--- src/rtl/gpio_dual_pkg.sv ---
package gpio_dual_pkg;

   localparam int MAX_W = 32;

   typedef enum logic [1:0] {
      OP_LOAD   = 2'd0,
      OP_SET    = 2'd1,
      OP_CLEAR  = 2'd2,
      OP_TOGGLE = 2'd3
   } gpio_op_e;

   typedef enum logic [1:0] {
      SEL_NONE = 2'd0,
      SEL_OE   = 2'd1,
      SEL_OUT  = 2'd2,
      SEL_PIN  = 2'd3
   } gpio_sel_e;

   // One bit-wise update of a drive word
   function automatic logic [MAX_W-1:0] gpio_apply(
      input gpio_op_e         op,
      input logic [MAX_W-1:0] cur,
      input logic [MAX_W-1:0] d
   );
      logic [MAX_W-1:0] r;
      unique case (op)
         OP_LOAD:   r = d;
         OP_SET:    r = cur | d;
         OP_CLEAR:  r = cur & ~d;
         OP_TOGGLE: r = cur ^ d;
         default:   r = cur;
      endcase
      return r;
   endfunction

endpackage

--- src/rtl/gpio_bus_decode.sv ---
module gpio_bus_decode
   import gpio_dual_pkg::*;
#(
   parameter int ADDR_W    = 12,
   parameter int NUM_PORTS = 2
) (
   input  logic                 valid,
   input  logic                 write,
   input  logic [ADDR_W-1:0]    addr,
   output logic [NUM_PORTS-1:0] port_hit,
   output gpio_sel_e            sel,
   output gpio_op_e             op,
   output logic                 wr_en,
   output logic                 rd_en
);
   localparam int PIDX_W = ADDR_W - 8;

   logic [PIDX_W-1:0] pidx;

   assign pidx  = addr[ADDR_W-1:8];
   assign op    = gpio_op_e'(addr[3:2]);
   assign wr_en = valid & write;
   assign rd_en = valid & ~write;

   always_comb begin
      sel = SEL_NONE;
      unique case (addr[7:4])
         4'h4:    sel = SEL_OE;
         4'h5:    sel = SEL_OUT;
         4'h6:    if (addr[3:2] == 2'b00) sel = SEL_PIN;
         default: sel = SEL_NONE;
      endcase
      if (addr[1:0] != 2'b00) sel = SEL_NONE;
   end

   for (genvar p = 0; p < NUM_PORTS; p++) begin : g_hit
      assign port_hit[p] = valid && (pidx == PIDX_W'(p)) && (sel != SEL_NONE);
   end

endmodule

--- src/rtl/gpio_port_reg.sv ---
module gpio_port_reg
   import gpio_dual_pkg::*;
#(
   parameter int W = 32
) (
   input  logic         clk,
   input  logic         rst,
   input  logic         pb_en,
   input  gpio_op_e     pb_op,
   input  logic [W-1:0] pb_data,
   input  logic         lb_en,
   input  gpio_op_e     lb_op,
   input  logic [W-1:0] lb_data,
   output logic [W-1:0] q
);
   logic [W-1:0] after_pb;
   logic [W-1:0] after_lb;

   // peripheral bus first, local bus on top of its result
   always_comb begin
      after_pb = q;
      if (pb_en) after_pb = W'(gpio_apply(pb_op, MAX_W'(q), MAX_W'(pb_data)));
      after_lb = after_pb;
      if (lb_en) after_lb = W'(gpio_apply(lb_op, MAX_W'(after_pb), MAX_W'(lb_data)));
   end

   always_ff @(posedge clk) begin
      if (rst) q <= '0;
      else     q <= after_lb;
   end

endmodule

--- src/rtl/gpio_pin_sync.sv ---
module gpio_pin_sync #(
   parameter int W      = 32,
   parameter int STAGES = 2
) (
   input  logic         clk,
   input  logic         rst,
   input  logic [W-1:0] d,
   output logic [W-1:0] q
);
   if (STAGES == 1) begin : g_single
      always_ff @(posedge clk) begin
         if (rst) q <= '0;
         else     q <= d;
      end
   end else begin : g_chain
      logic [W-1:0] st [STAGES];
      always_ff @(posedge clk) begin
         if (rst) begin
            for (int i = 0; i < STAGES; i++) st[i] <= '0;
         end else begin
            st[0] <= d;
            for (int i = 1; i < STAGES; i++) st[i] <= st[i-1];
         end
      end
      assign q = st[STAGES-1];
   end

endmodule

--- src/rtl/gpio_read_port.sv ---
module gpio_read_port
   import gpio_dual_pkg::*;
#(
   parameter int NUM_PORTS = 2,
   parameter int W         = 32
) (
   input  logic                   clk,
   input  logic                   rst,
   input  logic                   rd_en,
   input  logic [NUM_PORTS-1:0]   port_hit,
   input  gpio_sel_e              sel,
   input  logic [NUM_PORTS*W-1:0] pin_vals,
   output logic [W-1:0]           rdata
);
   logic [W-1:0] nxt;

   always_comb begin
      nxt = '0;
      if (rd_en && sel == SEL_PIN) begin
         for (int p = 0; p < NUM_PORTS; p++) begin
            if (port_hit[p]) nxt = pin_vals[p*W +: W];
         end
      end
   end

   always_ff @(posedge clk) begin
      if (rst) rdata <= '0;
      else     rdata <= nxt;
   end

endmodule

--- src/rtl/gpio_dual_bus.sv ---
module gpio_dual_bus
   import gpio_dual_pkg::*;
#(
   parameter int NUM_PORTS   = 2,
   parameter int PORT_W      = 32,
   parameter int ADDR_W      = 12,
   parameter int SYNC_STAGES = 2
) (
   input  logic                        clk,
   input  logic                        rst,
   input  logic                        pb_valid,
   input  logic                        pb_write,
   input  logic [ADDR_W-1:0]           pb_addr,
   input  logic [PORT_W-1:0]           pb_wdata,
   output logic [PORT_W-1:0]           pb_rdata,
   input  logic                        lb_valid,
   input  logic                        lb_write,
   input  logic [ADDR_W-1:0]           lb_addr,
   input  logic [PORT_W-1:0]           lb_wdata,
   output logic [PORT_W-1:0]           lb_rdata,
   input  logic [NUM_PORTS*PORT_W-1:0] pin_in,
   output logic [NUM_PORTS*PORT_W-1:0] pin_oe,
   output logic [NUM_PORTS*PORT_W-1:0] pin_out
);
   localparam int TOTAL_W   = NUM_PORTS * PORT_W;
   localparam int MAX_PORTS = 1 << (ADDR_W - 8);

   if (PORT_W < 1 || PORT_W > MAX_W) begin : g_bad_width
      $error("PORT_W must lie in 1..32");
   end
   if (ADDR_W < 9 || ADDR_W > 24) begin : g_bad_addr
      $error("ADDR_W must lie in 9..24");
   end
   if (NUM_PORTS < 1 || NUM_PORTS > MAX_PORTS) begin : g_bad_ports
      $error("NUM_PORTS does not fit the address space");
   end
   if (SYNC_STAGES < 1 || SYNC_STAGES > 4) begin : g_bad_sync
      $error("SYNC_STAGES must lie in 1..4");
   end

   logic [NUM_PORTS-1:0] pb_hit, lb_hit;
   gpio_sel_e            pb_sel, lb_sel;
   gpio_op_e             pb_op,  lb_op;
   logic                 pb_wr,  lb_wr;
   logic                 pb_rd,  lb_rd;
   logic [TOTAL_W-1:0]   pin_sync;

   gpio_bus_decode #(.ADDR_W(ADDR_W), .NUM_PORTS(NUM_PORTS)) u_pb_dec (
      .valid(pb_valid), .write(pb_write), .addr(pb_addr),
      .port_hit(pb_hit), .sel(pb_sel), .op(pb_op), .wr_en(pb_wr), .rd_en(pb_rd)
   );

   gpio_bus_decode #(.ADDR_W(ADDR_W), .NUM_PORTS(NUM_PORTS)) u_lb_dec (
      .valid(lb_valid), .write(lb_write), .addr(lb_addr),
      .port_hit(lb_hit), .sel(lb_sel), .op(lb_op), .wr_en(lb_wr), .rd_en(lb_rd)
   );

   gpio_pin_sync #(.W(TOTAL_W), .STAGES(SYNC_STAGES)) u_sync (
      .clk(clk), .rst(rst), .d(pin_in), .q(pin_sync)
   );

   for (genvar p = 0; p < NUM_PORTS; p++) begin : g_port
      logic pb_oe_en, lb_oe_en, pb_out_en, lb_out_en;

      assign pb_oe_en  = pb_wr && pb_hit[p] && (pb_sel == SEL_OE);
      assign lb_oe_en  = lb_wr && lb_hit[p] && (lb_sel == SEL_OE);
      assign pb_out_en = pb_wr && pb_hit[p] && (pb_sel == SEL_OUT);
      assign lb_out_en = lb_wr && lb_hit[p] && (lb_sel == SEL_OUT);

      gpio_port_reg #(.W(PORT_W)) u_oe (
         .clk(clk), .rst(rst),
         .pb_en(pb_oe_en), .pb_op(pb_op), .pb_data(pb_wdata),
         .lb_en(lb_oe_en), .lb_op(lb_op), .lb_data(lb_wdata),
         .q(pin_oe[p*PORT_W +: PORT_W])
      );

      gpio_port_reg #(.W(PORT_W)) u_out (
         .clk(clk), .rst(rst),
         .pb_en(pb_out_en), .pb_op(pb_op), .pb_data(pb_wdata),
         .lb_en(lb_out_en), .lb_op(lb_op), .lb_data(lb_wdata),
         .q(pin_out[p*PORT_W +: PORT_W])
      );
   end

   gpio_read_port #(.NUM_PORTS(NUM_PORTS), .W(PORT_W)) u_pb_rd (
      .clk(clk), .rst(rst), .rd_en(pb_rd), .port_hit(pb_hit), .sel(pb_sel),
      .pin_vals(pin_sync), .rdata(pb_rdata)
   );

   gpio_read_port #(.NUM_PORTS(NUM_PORTS), .W(PORT_W)) u_lb_rd (
      .clk(clk), .rst(rst), .rd_en(lb_rd), .port_hit(lb_hit), .sel(lb_sel),
      .pin_vals(pin_sync), .rdata(lb_rdata)
   );

endmodule

--- config.mk ---
export PLATFORM = sky130hd
export DESIGN_NAME = gpio_dual_bus
export DESIGN_NICKNAME = d
export VERILOG_FILES = /design/src/rtl/gpio_dual_pkg.sv /design/src/rtl/gpio_bus_decode.sv /design/src/rtl/gpio_port_reg.sv /design/src/rtl/gpio_pin_sync.sv /design/src/rtl/gpio_read_port.sv /design/src/rtl/gpio_dual_bus.sv
export SDC_FILE = /design/constraint.sdc
export NUM_CORES = 1
export LEC_CHECK = 0
export BUFFER_PORTS_ARGS = -buffer_cell sky130_fd_sc_hd__buf_2
export CAP_MARGIN = 25
export CELL_PAD_IN_SITES_DETAIL_PLACEMENT = 1
export CELL_PAD_IN_SITES_GLOBAL_PLACEMENT = 1
export CORE_ASPECT_RATIO = 0.6
export CORE_MARGIN = 10
export CORE_UTILIZATION = 45
export DETAILED_ROUTE_END_ITERATION = 8
export GPL_ROUTABILITY_DRIVEN = 0
export PLACE_DENSITY_LB_ADDON = 0.1
export SYNTH_ARGS = -nofsm -noshare
export SYNTH_HDL_FRONTEND = slang
export SYNTH_SLANG_ARGS = --single-unit
--- constraint.sdc ---
create_clock -name clk -period 3.7 [get_ports clk]
set_clock_uncertainty 0.1 [all_clocks]
set_input_delay 0.74 -clock clk [delete_from_list [all_inputs] [get_ports clk]]
set_output_delay 0.74 -clock clk [all_outputs]
set_load 0.02 [all_outputs]
==> flow_metrics.env <==
export IMPL_fillers=6122
export IMPL_root_buffer="clkbuf_16"
export IMPL_die_width_um=318
export IMPL_min_period_ns=2.99
export IMPL_r2r_start="g_port[0].u_oe.q[31]"
export IMPL_avgSynthCellArea_um2=9.29
export IMPL_dr_pass1_iters=5
export IMPL_grt_pass1_vias=22100
export IMPL_rsz0062_at_grt="false"
export IMPL_critPathTopFamily="compound AO/OA/AOI/OAI gates"
export IMPL_hold_violations=0
export IMPL_fin_tns_setup_ns=0
export IMPL_place_area_um2=26500
export IMPL_yosysUniqueCellTypes=55
export IMPL_ys_seq_area_share_pct=26.8
export IMPL_fmax_ghz=0.334
export IMPL_grtUsageTotal_pct=24.7
export IMPL_grt_max_degree=116
export IMPL_maxCapViolations=0
export IMPL_ys_ff_latch=320
export IMPL_grt_pass1_wl_mm=126
export IMPL_tightest_slew_ns=0.867
export IMPL_vias=20300
export IMPL_status="complete, no violations"
export IMPL_cp_common_cell="a21oi_1"
export IMPL_route_detailed_wl_per_inst_um=22.6
export IMPL_place_ws_ns=0.179
export IMPL_pin_count=350
export IMPL_cp_slowest_stage_delay_ns=0.38
export IMPL_critical_path_n_buffers_inverters=2
export IMPL_clk_pin_slew_ns=0.06
export IMPL_ir_drop_uv=288
export IMPL_finalSetupViolations=0
export IMPL_hold_slack_ns=0.302
export IMPL_grt_ovfl_total=0
export IMPL_drt_initial_drc_count=1174
export IMPL_ant_nets=0
export IMPL_synth_ff_type="dfxtp_1"
export IMPL_critPathKind="in2reg"
export IMPL_cts_tree="done"
export IMPL_cp_end_kind="flop"
export IMPL_path_cells="clkbuf_8 -> buf_12 -> mux2_2 -> a21oi_1 -> o21ai_0 -> ha_1 -> a21oi_1 -> a22oi_1 -> a21oi_1 -> o21a_1"
export IMPL_post_cts_resized=0
export IMPL_cts_made_buffers=35
export IMPL_r2r_cells=10
export IMPL_postCtsHoldBufs=0
export IMPL_clock_path_buffers=3
export IMPL_power_density_nw_per_um2=296
export IMPL_slew_headroom_pct=42.2
export IMPL_hpwlAfterDp_mm=58.3
export IMPL_report_power_total_mw=8.18
export IMPL_utilization_pct=52.6
export IMPL_clock_latency_ns=0.53
export IMPL_min_path_type="in2reg"
export IMPL_fin_cells=3587
export IMPL_antenna_found_initial=10
export IMPL_finalCritPeriodShare_pct=80.9
export IMPL_worstPathMaxFanout=31
export IMPL_post_cts_buffers=0
export IMPL_start_kind="input port"
export IMPL_ys_async_sr_fraction_pct=0
export IMPL_fin_ws_ns=0.708
export IMPL_area_growth_pct=15.5
export IMPL_min_path_cells=2
export IMPL_cts_sinks=320
export IMPL_fp_dieH_um=199
export IMPL_slew_violations=0
export IMPL_numPortBuffers=349
export IMPL_worstReg2RegEnd="g_port[0].u_oe.q[31]"
export IMPL_ys_warn_count=0
export IMPL_syn_nets=3116
export IMPL_hold_path_endpoint="u_sync.g_chain.st[0][50]"
export IMPL_worstPathRequired_ns=4.02
export IMPL_drive_gt1_share_pct=24.9
export IMPL_routed_wl_mm=81.1
export IMPL_drc_errors=0
export IMPL_start_util_pct=45.5
export IMPL_dieArea_um2=63100
export IMPL_syn_area_um2=23900
export IMPL_design_area_um2=27600
export IMPL_reg2reg_slack_ns=0.86
export IMPL_final_nets=3394
export IMPL_worstHoldStart="pin_in[50]"
export IMPL_leakagePower_nw=13.8
export IMPL_htreeDepth=2
export IMPL_core_um2=52500
export IMPL_worstPathArrival_ns=3.32
export IMPL_syn_inst=2574
export IMPL_viasPerCell=5.65
export IMPL_dp_cells=3518
export IMPL_num_rows=65
export IMPL_crit_path_top_delay_cell="mux2_2"
export IMPL_synth_edf_count=0
## cell usage in the layout (no fill, tap or decap), drive strengths merged, types with 2 or more instances in the layout
master,netlist,final
or4b,2,2
a21oi,65,65
nand2b,35,35
dfxtp,320,320
nor3,13,13
nor2b,152,152
a221oi,30,30
inv,372,373
o21a,11,11
clkinv,0,9
o21ai,192,192
ha,384,384
buf,60,406
clkbuf,106,54
a31oi,2,2
nor4b,4,4
nand4,6,6
mux4,126,126
a32oi,4,4
and3,25,25
mux2,55,55
or2,4,4
nor2,161,161
nand3,3,3
nand2,175,175
a22oi,45,45
o221a,42,42
mux2i,111,111
a21o,23,23
o22ai,20,20
diode,0,6
a211oi,12,12
o22a,5,5
## synth_stat cells (all sizes together), types with 5 or more instances
library cell	n	area (um^2)
mux4	126	2840
a22oi	45	338
nand2b	35	219
mux2	55	676
nor2	161	612
ha	384	4800
nor3	13	75.1
o22ai	20	125
clkbuf	106	400
a21o	23	173
nor2b	152	951
buf	60	342
a21oi	65	325
o22a	5	43.8
a221oi	30	344
mux2i	111	1110
o21a	11	82.6
inv	372	1400
a211oi	12	115
and3	25	156
o21ai	192	961
nand4	6	37.5
dfxtp	320	6410
o221a	42	473
nand2	175	657
## where the power goes
part	internal, mW	leakage [nW]	switching [mW]
logic	0.516	10.6	0.678
clock network	1.93	0.543	1.52
registers	3.51	2.60	0.0226
## layout make-up
type / instances / area [um^2] / area share (%)
clock inverters: 10 / 76.3 / 0.276
diodes: 6 / 15.0 / 0.0544
multi-input cells: 1716 / 15400 / 55.8
clock buffers: 53 / 1020 / 3.71
flip-flops and latches: 320 / 6410 / 23.2
well taps: 703 / 880 / 3.18
repair buffers: 407 / 2410 / 8.73
inverters: 372 / 1400 / 5.06
## worst register-to-register path, stage by stage (launching register included)
cell	delay (ns)
dfxtp_1	0.50
inv_1	0.08
ha_1	0.28
mux2_2	0.28
a21oi_1	0.29
o21ai_0	0.23
ha_1	0.34
a21oi_1	0.07
a22oi_1	0.26
a21oi_1	0.11
o21a_1	0.20
## sequential cells by signal, summed over array words and instances, names as in the netlist
| name | flops |
|---|---|
| u_sync.g_chain.st | 128 |
| u_lb_rd.rdata | 32 |
| g_port.u_out.q | 64 |
| u_pb_rd.rdata | 32 |
| g_port.u_oe.q | 64 |
## cell families (layout without fill, tap and decap cells)
family	Yosys count	after routing	share of synthesized area, %
adders and majority gates	384	384	20.1
buffers and inverters	538	842	8.94
other	0	6	0
and+or+nand+nor	588	588	12.2
muxes	292	292	19.3
DFF	320	320	26.8
AOI/OAI and AO/OA	452	452	12.7
## worst max path at each step
| stage | from | endpoint | slack [ns] | cells after the start |
|---|---|---|---|---|
| finish | pb_addr[2] | g_port[0].u_oe.q[31] | 0.71 | 10 |
| global route | pb_addr[9] | g_port[0].u_out.q[9] | 0.54 | 10 |
| CTS | pb_addr[9] | g_port[0].u_out.q[9] | 0.74 | 10 |
| detailed placement | pb_addr[9] | g_port[0].u_out.q[10] | 0.18 | 11 |
| global placement | pb_addr[9] | g_port[0].u_out.q[10] | 0.23 | 11 |
| floorplan | pb_addr[9] | g_port[0].u_out.q[0] | 0.64 | 10 |
## layer usage
layer  global-route usage, %  part of all wire, %  vias to the layer above
li1                        -                    -                     9420
met1                    31.0                   44                    10200
met2                    43.7                   49                      474
met3                    3.87                  4.8                      135
met4                    6.97                  2.4                        8
met5                       0                0.057                        -
Power figures use the tool's default switching activity.
